===== src/rtl/pred_iter_pkg.sv =====
// Shared types and helpers for the predicated element iterator.
// Assumes condition fields are 4-bit nibbles with LT in the top bit.
package pred_iter_pkg;

    typedef enum logic {
        IT_IDLE = 1'b0,
        IT_RUN  = 1'b1
    } iter_state_t;

    // Bit position within a condition nibble for a flag selector (LT=3 .. SO=0)
    function automatic logic [1:0] cr_flag_pos(input logic [1:0] sel);
        return 2'd3 - sel;
    endfunction

endpackage


===== src/rtl/pred_mask_gen.sv =====
// Expands a 3-bit predicate code under a mode bit into a per-element
// enable vector. Assumes element i of an integer test uses register bit i
// and element i of a condition test uses nibble i of the window.
module pred_mask_gen #(
    parameter int MAX_VL = 64,
    parameter int XLEN   = 64
) (
    input  logic                  kind,
    input  logic [2:0]            code,
    input  logic [XLEN-1:0]       reg_a,
    input  logic [XLEN-1:0]       reg_b,
    input  logic [XLEN-1:0]       reg_c,
    input  logic [4*MAX_VL-1:0]   cr_win,
    output logic [MAX_VL-1:0]     mask
);
    import pred_iter_pkg::*;

    for (genvar i = 0; i < MAX_VL; i++) begin : g_el
        logic       a_bit, b_bit, c_bit, a_hit;
        logic [3:0] nib;

        if (i < XLEN) begin : g_in
            assign a_bit = reg_a[i];
            assign b_bit = reg_b[i];
            assign c_bit = reg_c[i];
        end else begin : g_out
            assign a_bit = 1'b0;
            assign b_bit = 1'b0;
            assign c_bit = 1'b0;
        end

        assign a_hit = (reg_a == XLEN'(i));
        assign nib   = cr_win[4*i +: 4];

        // Decode one element's enable from the code
        always_comb begin
            if (kind) begin
                mask[i] = nib[cr_flag_pos(code[2:1])] ^ code[0];
            end else begin
                case (code)
                    3'b000:  mask[i] = 1'b1;
                    3'b001:  mask[i] = a_hit;
                    3'b010:  mask[i] = a_bit;
                    3'b011:  mask[i] = ~a_bit;
                    3'b100:  mask[i] = b_bit;
                    3'b101:  mask[i] = ~b_bit;
                    3'b110:  mask[i] = c_bit;
                    default: mask[i] = ~c_bit;
                endcase
            end
        end
    end

endmodule


===== src/rtl/elem_finder.sv =====
// Finds the lowest set mask bit at or above a start pointer and below a limit.
// Assumes start and limit are in 0..MAX_VL.
module elem_finder #(
    parameter int MAX_VL = 64,
    parameter int VLW    = $clog2(MAX_VL + 1),
    parameter int IDXW   = $clog2(MAX_VL)
) (
    input  logic [MAX_VL-1:0] mask,
    input  logic [VLW-1:0]    from,
    input  logic [VLW-1:0]    lim,
    output logic              found,
    output logic [IDXW-1:0]   idx
);
    // Priority scan from the top so the lowest qualifying index wins
    always_comb begin
        found = 1'b0;
        idx   = '0;
        for (int i = MAX_VL - 1; i >= 0; i--) begin
            if (mask[i] && (VLW'(i) >= from) && (VLW'(i) < lim)) begin
                found = 1'b1;
                idx   = IDXW'(i);
            end
        end
    end

endmodule


===== src/rtl/pred_elem_iter.sv =====
// Predicated vector element iterator. Captures VL, sub-vector code and
// destination/source predicates on start. It then issues one strobe per cycle
// over enabled element pairs and their sub-elements, and pulses done one
// cycle after the last strobe. Assumes start is ignored while busy.
module pred_elem_iter #(
    parameter int MAX_VL = 64,
    parameter int XLEN   = 64,
    localparam int VLW   = $clog2(MAX_VL + 1),
    localparam int IDXW  = $clog2(MAX_VL)
) (
    input  logic                clk,
    input  logic                rst_n,
    input  logic                start,
    input  logic [VLW-1:0]      vl,
    input  logic [1:0]          subvl,
    input  logic                mask_kind,
    input  logic [2:0]          dst_code,
    input  logic                twin_en,
    input  logic [2:0]          src_code,
    input  logic [XLEN-1:0]     reg_a,
    input  logic [XLEN-1:0]     reg_b,
    input  logic [XLEN-1:0]     reg_c,
    input  logic [4*MAX_VL-1:0] cr_win,
    output logic                busy,
    output logic                issue_valid,
    output logic [IDXW-1:0]     issue_dst,
    output logic [IDXW-1:0]     issue_src,
    output logic [1:0]          issue_sub,
    output logic                done
);
    import pred_iter_pkg::*;

    iter_state_t       state_q;
    logic [VLW-1:0]    vl_q, dptr_q, sptr_q;
    logic [1:0]        sub_q, sub_max_q;
    logic [MAX_VL-1:0] dmask_q, smask_q;
    logic [MAX_VL-1:0] dmask_new, smask_new;
    logic              d_found, s_found, pair_ok;
    logic [IDXW-1:0]   d_idx, s_idx;

    pred_mask_gen #(.MAX_VL(MAX_VL), .XLEN(XLEN)) u_dst_gen (
        .kind(mask_kind), .code(dst_code),
        .reg_a(reg_a), .reg_b(reg_b), .reg_c(reg_c), .cr_win(cr_win),
        .mask(dmask_new)
    );

    pred_mask_gen #(.MAX_VL(MAX_VL), .XLEN(XLEN)) u_src_gen (
        .kind(mask_kind), .code(src_code),
        .reg_a(reg_a), .reg_b(reg_b), .reg_c(reg_c), .cr_win(cr_win),
        .mask(smask_new)
    );

    elem_finder #(.MAX_VL(MAX_VL), .VLW(VLW), .IDXW(IDXW)) u_dst_find (
        .mask(dmask_q), .from(dptr_q), .lim(vl_q), .found(d_found), .idx(d_idx)
    );

    elem_finder #(.MAX_VL(MAX_VL), .VLW(VLW), .IDXW(IDXW)) u_src_find (
        .mask(smask_q), .from(sptr_q), .lim(vl_q), .found(s_found), .idx(s_idx)
    );

    // Strobe and completion outputs derived from the current run state
    always_comb begin
        pair_ok     = (state_q == IT_RUN) && d_found && s_found;
        busy        = (state_q == IT_RUN);
        issue_valid = pair_ok;
        issue_dst   = d_idx;
        issue_src   = s_idx;
        issue_sub   = sub_q;
        done        = (state_q == IT_RUN) && !pair_ok;
    end

    // Run control: capture on start, step sub-elements, then advance pointers
    always_ff @(posedge clk) begin
        if (!rst_n) begin
            state_q   <= IT_IDLE;
            vl_q      <= '0;
            dptr_q    <= '0;
            sptr_q    <= '0;
            sub_q     <= '0;
            sub_max_q <= '0;
            dmask_q   <= '0;
            smask_q   <= '0;
        end else begin
            case (state_q)
                IT_IDLE: begin
                    if (start) begin
                        state_q   <= IT_RUN;
                        vl_q      <= vl;
                        sub_max_q <= subvl;
                        dmask_q   <= dmask_new;
                        smask_q   <= twin_en ? smask_new : dmask_new;
                        dptr_q    <= '0;
                        sptr_q    <= '0;
                        sub_q     <= '0;
                    end
                end
                default: begin
                    if (pair_ok) begin
                        if (sub_q == sub_max_q) begin
                            sub_q  <= '0;
                            dptr_q <= VLW'(d_idx) + VLW'(1);
                            sptr_q <= VLW'(s_idx) + VLW'(1);
                        end else begin
                            sub_q <= sub_q + 2'd1;
                        end
                    end else begin
                        state_q <= IT_IDLE;
                    end
                end
            endcase
        end
    end

endmodule


===== config.mk =====
export PLATFORM = sky130hd
export DESIGN_NAME = pred_elem_iter
export DESIGN_NICKNAME = d
export VERILOG_FILES = /design/src/rtl/pred_iter_pkg.sv /design/src/rtl/pred_mask_gen.sv /design/src/rtl/elem_finder.sv /design/src/rtl/pred_elem_iter.sv
export SDC_FILE = /design/constraint.sdc
export NUM_CORES = 1
export LEC_CHECK = 0
export BUFFER_PORTS_ARGS = -buffer_cell sky130_fd_sc_hd__buf_4
export CAP_MARGIN = 20
export CORE_MARGIN = 5
export CORE_UTILIZATION = 47
export DETAILED_ROUTE_END_ITERATION = 10
export GPL_TIMING_DRIVEN = 0
export PLACE_DENSITY = 0.71
export SYNTH_ARGS = -nofsm -noshare
export SYNTH_HDL_FRONTEND = slang
export SYNTH_HIERARCHICAL = 1
export SYNTH_SLANG_ARGS = --single-unit

===== constraint.sdc =====
create_clock -name clk -period 4.5 [get_ports clk]
set_clock_uncertainty 0.1 [all_clocks]
set_input_delay 0.9 -clock clk [delete_from_list [all_inputs] [get_ports clk]]
set_output_delay 0.9 -clock clk [all_outputs]
set_load 0.05 [all_outputs]

==> results.sh, run 1 <==
export IMPL_status="finished with violations"
export IMPL_violated_checks="setup timing"
export IMPL_async_flop_share_pct=0
export IMPL_final_setup_viol_count=4
export IMPL_grtUsageMet3_pct=18.2
export IMPL_period_minus_slack_ps=4680
export IMPL_track_usage_pct=48.6
export IMPL_max_freq_mhz=214
export IMPL_filler_cell_count=3723
export IMPL_synth_enable_flop_cells=0
export IMPL_synth_ff_latch_count=154
export IMPL_syn_mean_instance_area_um2=8.14
export IMPL_worst_setup_path_startpoint="dptr_q[2]$_SDFFE_PN0P_"
export IMPL_sum_of_overflow_across_all_layers_after_global_routing=0
export IMPL_crit_type="register to output port"
export IMPL_timing_final_crit_share_pct=104
export IMPL_grt_pass1_wl_mm=171
export IMPL_drive_above_1_share_pct=32.0
export IMPL_fin_tns_setup_ps=-309
export IMPL_numCtsBuffers=17
export IMPL_syn_cell_area_um2=20500
export IMPL_final_hold_violation_count=0
export IMPL_place_ws_ps=-787
export IMPL_holdCritStartpoint="dmask_q[60]$_SDFFE_PN0P_"
export IMPL_pin_count_of_the_biggest_net_entering_global_routing=18
export IMPL_hold_path_class="register to register"
export IMPL_max_cap_viol_count=0
export IMPL_die_height_um=219
export IMPL_wl_per_cell_um=33.5
export IMPL_hpwlAfterDp_mm=101
export IMPL_power_density_nw_per_um2=288
export IMPL_grt_busiest_layer="met2"
export IMPL_clk_transition_reported_paths_ps=70
export IMPL_maximum_level_of_the_cts_h_tree=4
export IMPL_placementRows=76
export IMPL_final_net_count=3516
export IMPL_grt_setup_unrepaired="true"
export IMPL_synthDistinctLibCells=89
export IMPL_flow_area_growth_from_synthesis_pct=29.9
export IMPL_crit_required_ps=3500
export IMPL_place_inst=3580
export IMPL_worst_r2r_startpoint="dptr_q[2]$_SDFFE_PN0P_"
export IMPL_vias=26325
export IMPL_postRouteWirelength_mm=122
export IMPL_cts_buffer_depth=2
export IMPL_tritoncts="done"
export IMPL_cts_root_buf="clkbuf_16"
export IMPL_fp_dieW_um=219
export IMPL_mostFrequentLayoutCells="536 x buf_4, 317 x mux2i_1, 305 x nand2_1, 138 x dfxtp_1, 137 x nor2_1"
export IMPL_top_ports=485
export IMPL_floorplan_initialDensity_pct=47.6
export IMPL_grt_pass1_vias=25313
export IMPL_cellLeakagePower_nw=11.1
export IMPL_worst_path_max_fanout=10
export IMPL_final_slew_viol_count=0
export IMPL_yosysSeqAreaShare_pct=15.1
export IMPL_initial_drt_pass_iterations=7
export IMPL_max_rail_drop_vdd_mv=0.322
export IMPL_end_kind="output port"
export IMPL_postPlaceCellArea_um2=24800
export IMPL_antenna_found_initial=16
export IMPL_timing_max_slew_rel_slack_pct=24.6
export IMPL_core_area_um2=43100
export IMPL_post_route_drc_count=0
export IMPL_gpl_final_weighted_congestion=1.12
export IMPL_vias_per_cell=7.21
export IMPL_layout_cells_most_common="buf_4"
export IMPL_clk_latency_ps=450
export IMPL_worst_slew_pin_slew_ps=1130
export IMPL_grt_util_met1_pct=61.7
export IMPL_grt_use_met2_pct=70.5
export IMPL_instances_no_fill=3653
export IMPL_synth_net_count=2988
export IMPL_drt_iter0_drc=4249
export IMPL_layout_cell_area_non_filler_um2=26600
export IMPL_syn_instance_count=2518
export IMPL_cts_sink_count=154
export IMPL_arrival_time_worst_endpoint_ps=3680
export IMPL_io_buffer_count=477
export IMPL_postSynth_topFlopCell="dfxtp_1"
export IMPL_detail_route_antenna_nets=0
export IMPL_final_critical_path_setup_slack_ps=-177
export IMPL_launching_element_type_of_the_critical_path="register"
export IMPL_synthesis_yosys_warnings=6
export IMPL_floorplan_die_area_um2=47900
critical path, cell delays in order (launching register included):
cell       delay [ps]
dfxtp_1           370
clkbuf_2          210
nor2_1            670
nand2_1           140
a221oi_1          420
or2_4             240
buf_4             120
o2111ai_2         210
a31oi_4           300
a211o_1           200
a31oi_4           140
buf_6             200
Yosys cell counts, types with 10 or more instances:
cell type | instances | area (µm²)
dfxtp_1 | 154 | 3080
o21ai_1 | 76 | 380
o31ai_1 | 10 | 75.1
mux4_2 | 128 | 2880
o21ai_0 | 132 | 661
or3_1 | 15 | 93.8
and4_1 | 12 | 105
and3_1 | 22 | 138
a211oi_1 | 76 | 571
a31oi_1 | 25 | 156
buf_2 | 66 | 330
nor4_1 | 28 | 175
mux2i_1 | 317 | 3170
nand2b_1 | 21 | 131
a2bb2oi_1 | 124 | 1090
a21o_1 | 12 | 90.1
nor3b_1 | 10 | 75.1
and2_1 | 13 | 81.3
nand2_1 | 308 | 1160
inv_1 | 15 | 56.3
nor2b_1 | 14 | 87.6
buf_4 | 20 | 150
clkbuf_1 | 102 | 383
nor2_1 | 152 | 571
or2_2 | 11 | 68.8
nand3_1 | 67 | 335
nand4_1 | 30 | 188
xor2_1 | 124 | 1090
a21oi_1 | 147 | 736
nor3_1 | 28 | 140
o211ai_1 | 18 | 135
o2111ai_1 | 30 | 263
buf_1 | 25 | 93.8
power by group:
part	internal [mW]	leakage [nW]	switching (mW)
Clock	0.813	0.302	0.687
Combinational	1.72	9.54	2.71
Sequential	1.52	1.28	0.225
Total	4.05	11.1	3.62
per-stage QoR:
| step | hold WS [ps] | utilization [%] | power, mW |
|---|---|---|---|
| 6_report | 361 | 61.8 | 7.68 |
| 2_1_floorplan | 332 | - | 4.01 |
| 5_1_grt | 385 | 61.8 | 7.89 |
| 4_1_cts | 362 | 60.7 | 7.33 |
| 3_5_place_dp | 353 | 57.6 | 5.58 |
| 3_3_place_gp | 351 | 57.6 | 5.51 |
cells by family (layout without fill, tap and decap cells):
kind of cell | count (synthesis) | in the layout | share of synthesized area (%)
buf+inv | 237 | 778 | 5.41
compound gates | 750 | 750 | 24.7
mux | 445 | 445 | 29.6
other cells | 0 | 9 | 0
simple gates | 796 | 796 | 19.4
xor+xnor | 134 | 134 | 5.80
fa+ha+maj | 2 | 2 | 0.122
flops | 154 | 154 | 15.1
registers in the layout, summed over array words and instances, names as in the netlist:
name	flops
dmask_q	64
smask_q	64
dptr_q	7
sptr_q	7
vl_q	7
issue_sub	2
sub_max_q	2
busy	1
layout make-up:
class / count / area [µm²] / area share, %
Clock buffer: 18 / 439 / 1.65
Clock inverter: 14 / 176 / 0.663
Antenna cell: 9 / 22.5 / 0.0846
Inverter: 16 / 60.1 / 0.226
Multi-Input combinational cell: 2127 / 17000 / 63.9
Tap cell: 585 / 732 / 2.75
Sequential cell: 154 / 3120 / 11.7
Timing Repair Buffer: 515 / 3890 / 14.6
Buffer: 215 / 1170 / 4.39
per-layer routing:
| metal | part of all wire (%) | vias up | routed length [µm] |
|---|---|---|---|
| met5 | 0.091 | - | 111 |
| met4 | 7.9 | 18 | 9650 |
| met3 | 15 | 640 | 17900 |
| met2 | 41 | 2461 | 50200 |
| met1 | 36 | 12443 | 44300 |
| li1 | - | 10763 | - |
worst paths after layout:
path                         endpoint  slack [ps]  cells past startpoint
min          dmask_q[60]$_SDFFE_PN0P_         360                      2
min reg2reg  dmask_q[60]$_SDFFE_PN0P_         360                      2
max                      issue_dst[1]        -180                     11
max reg2reg    dptr_q[4]$_SDFFE_PN0P_         380                     16
timing repair:
item	in CTS	in global routing
setup endpoints to repair	24	14
pin swaps	24	28
hold buffers	0	0
gates resized for setup	163	98
cloned	0	0
setup buffers	23	15
Power figures use the tool's default switching activity.
==> run 2: changes to the inputs <==
BUFFER_PORTS_ARGS = -buffer_cell sky130_fd_sc_hd__buf_2   (was -buffer_cell sky130_fd_sc_hd__buf_4)
CORE_UTILIZATION = 30   (was 47)
PLACE_DENSITY = default   (was 0.71)
==> results.sh, run 2 (synthesis results as in run 1) <==
export IMPL_sw_frac_of_total_pct=47.2
export IMPL_grt_busiest_layer="met2"
export IMPL_mostFrequentLayoutCells="534 x buf_2, 317 x mux2i_1, 304 x nand2_1, 139 x nor2_1, 137 x dfxtp_1"
export IMPL_place_inst=3868
export IMPL_footprint_of_the_multi_input_gates_um2=17000
export IMPL_clk_latency_ps=440
export IMPL_maximum_level_of_the_cts_h_tree=4
export IMPL_layout_cells_most_common="buf_2"
export IMPL_die_height_um=271
export IMPL_grt_pass1_wl_mm=162
export IMPL_wl_per_cell_um=29.0
export IMPL_postRouteWirelength_mm=114
export IMPL_instances_no_fill=3950
export IMPL_pin_count_of_the_biggest_net_entering_global_routing=19
export IMPL_p_int_mw=3.91
export IMPL_seq_cell_area_um2=3120
export IMPL_filler_cell_count=7009
export IMPL_cts_root_buf="clkbuf_16"
export IMPL_max_rail_drop_vdd_mv=0.249
export IMPL_final_setup_viol_count=2
export IMPL_fp_dieW_um=271
export IMPL_antenna_found_initial=30
export IMPL_grt_use_met2_pct=48.9
export IMPL_initial_drt_pass_iterations=6
export IMPL_grtUsageMet3_pct=5.63
export IMPL_final_critical_path_setup_slack_ps=-33.8
export IMPL_floorplan_die_area_um2=73600
export IMPL_hpwlAfterDp_mm=97.3
export IMPL_sum_of_overflow_across_all_layers_after_global_routing=0
export IMPL_period_minus_slack_ps=4530
export IMPL_max_cap_viol_count=0
export IMPL_hold_path_class="register to register"
export IMPL_detail_route_antenna_nets=0
export IMPL_power_density_nw_per_um2=286
export IMPL_timing_final_crit_share_pct=101
export IMPL_gpl_final_weighted_congestion=1.05
export IMPL_p_switching_mw=3.50
export IMPL_grt_pass1_vias=23714
export IMPL_cts_sink_count=154
export IMPL_final_slew_viol_count=0
export IMPL_floorplan_initialDensity_pct=30.4
export IMPL_clk_transition_reported_paths_ps=70
export IMPL_biggestRegsByFlops="dmask_q (64), smask_q (64)"
export IMPL_worst_path_max_fanout=10
export IMPL_grt_util_met1_pct=34.8
export IMPL_launching_element_type_of_the_critical_path="register"
export IMPL_max_freq_mhz=221
export IMPL_worst_slew_pin_slew_ps=1100
export IMPL_post_layout_total_power_mw=7.40
export IMPL_io_buffer_count=477
export IMPL_comb_power_share_pct=57.4
export IMPL_grt_setup_unrepaired="true"
export IMPL_track_usage_pct=29.2
export IMPL_rrSetupSlack_ps=440
export IMPL_tritoncts="done"
export IMPL_clockPowerShare_pct=19.3
export IMPL_vias=24372
export IMPL_vias_per_cell=6.17
export IMPL_final_hold_violation_count=0
export IMPL_final_net_count=3518
export IMPL_violated_checks="setup timing"
export IMPL_drt_iter0_drc=2833
export IMPL_cts_hold_repair_buffers=0
export IMPL_status="finished with violations"
export IMPL_numCtsBuffers=17
export IMPL_crit_required_ps=3500
export IMPL_cellLeakagePower_nw=10.7
export IMPL_arrival_time_worst_endpoint_ps=3530
export IMPL_share_seq_of_total_power_pct=23.3
export IMPL_placementRows=95
export IMPL_place_ws_ps=-545
export IMPL_cts_buffer_depth=2
export IMPL_fin_tns_setup_ps=-44.6
export IMPL_top_ports=485
export IMPL_end_kind="output port"
export IMPL_flow_area_growth_from_synthesis_pct=26.1
export IMPL_crit_type="register to output port"
export IMPL_drive_above_1_share_pct=32.1
export IMPL_core_area_um2=67400
export IMPL_post_route_drc_count=0
export IMPL_timing_max_slew_rel_slack_pct=26.9
-- run 2: cell count changes in the layout (fill, tap and decap cells not counted), moves of 4 or more --
cell and change:
buf_2 +467, buf_4 -470, buf_8 +4, diode_2 +7, o21ai_0 +7, o21ai_1 -5
o21ai_2 -4
-- run 2: layer usage --
| metal | vias up | share of wire (%) |
|---|---|---|
| met4 | 8 | 7.5 |
| met5 | - | 0.034 |
| met3 | 400 | 8.2 |
| met1 | 11695 | 38 |
| met2 | 1488 | 46 |
| li1 | 10781 | - |
-- run 2: final cells by class --
| class | count | area share [%] |
|---|---|---|
| sequential | 154 | 12.1 |
| timing repair buffer | 517 | 10.7 |
| multi-input combinational | 2127 | 65.8 |
| antenna | 16 | 0.155 |
| inverter | 16 | 0.232 |
| tap | 873 | 4.23 |
| clock buffer | 17 | 1.65 |
| clock inverter | 15 | 0.639 |
| buffer | 215 | 4.60 |
-- run 2: power groups by stage --
| stage | Clock, mW | Combinational (mW) | Sequential [mW] |
|---|---|---|---|
| after floorplan | 0 | 2.38 | 1.64 |
| after global placement | 0 | 3.70 | 1.73 |
| after detailed placement | 0 | 3.69 | 1.73 |
| after CTS | 1.44 | 3.99 | 1.71 |
| after global routing | 1.50 | 4.47 | 1.73 |
| final | 1.43 | 4.25 | 1.72 |
-- run 2: stage by stage --
stage / cell area [µm²] / util [%] / hold WS [ps]
6_report: 25800 / 38.3 / 361
5_1_grt: 25800 / 38.3 / 379
4_1_cts: 25200 / 37.4 / 363
3_5_place_dp: 24000 / 35.6 / 353
3_3_place_gp: 24000 / 35.6 / 351
2_1_floorplan: 20500 / - / 332
-- run 2: worst max-delay path, cell delays in order (launching register included) --
cell and delay [ps]:
dfxtp_1 440, clkbuf_2 280, nand3_1 260, and4_1 310, a311oi_2 360, o221ai_2 200
a211o_1 340, or4_4 440, o21ai_4 190, a21oi_4 90, buf_8 160
-- run 2: final timing paths --
path / start / cells past startpoint / to
setup / recovery: sptr_q[2]$_SDFFE_PN0P_ / 10 / issue_src[0]
hold / removal: dmask_q[24]$_SDFFE_PN0P_ / 2 / dmask_q[24]$_SDFFE_PN0P_
hold reg to reg: dmask_q[24]$_SDFFE_PN0P_ / 2 / dmask_q[24]$_SDFFE_PN0P_
setup reg to reg: sptr_q[2]$_SDFFE_PN0P_ / 16 / sptr_q[4]$_SDFFE_PN0P_
-- run 2: repair_timing --
item / 4_1_cts / 5_1_grt
setup endpoints to repair: 24 / 14
setup buffers: 15 / 25
pin swaps: 18 / 29
gates resized for setup: 161 / 112
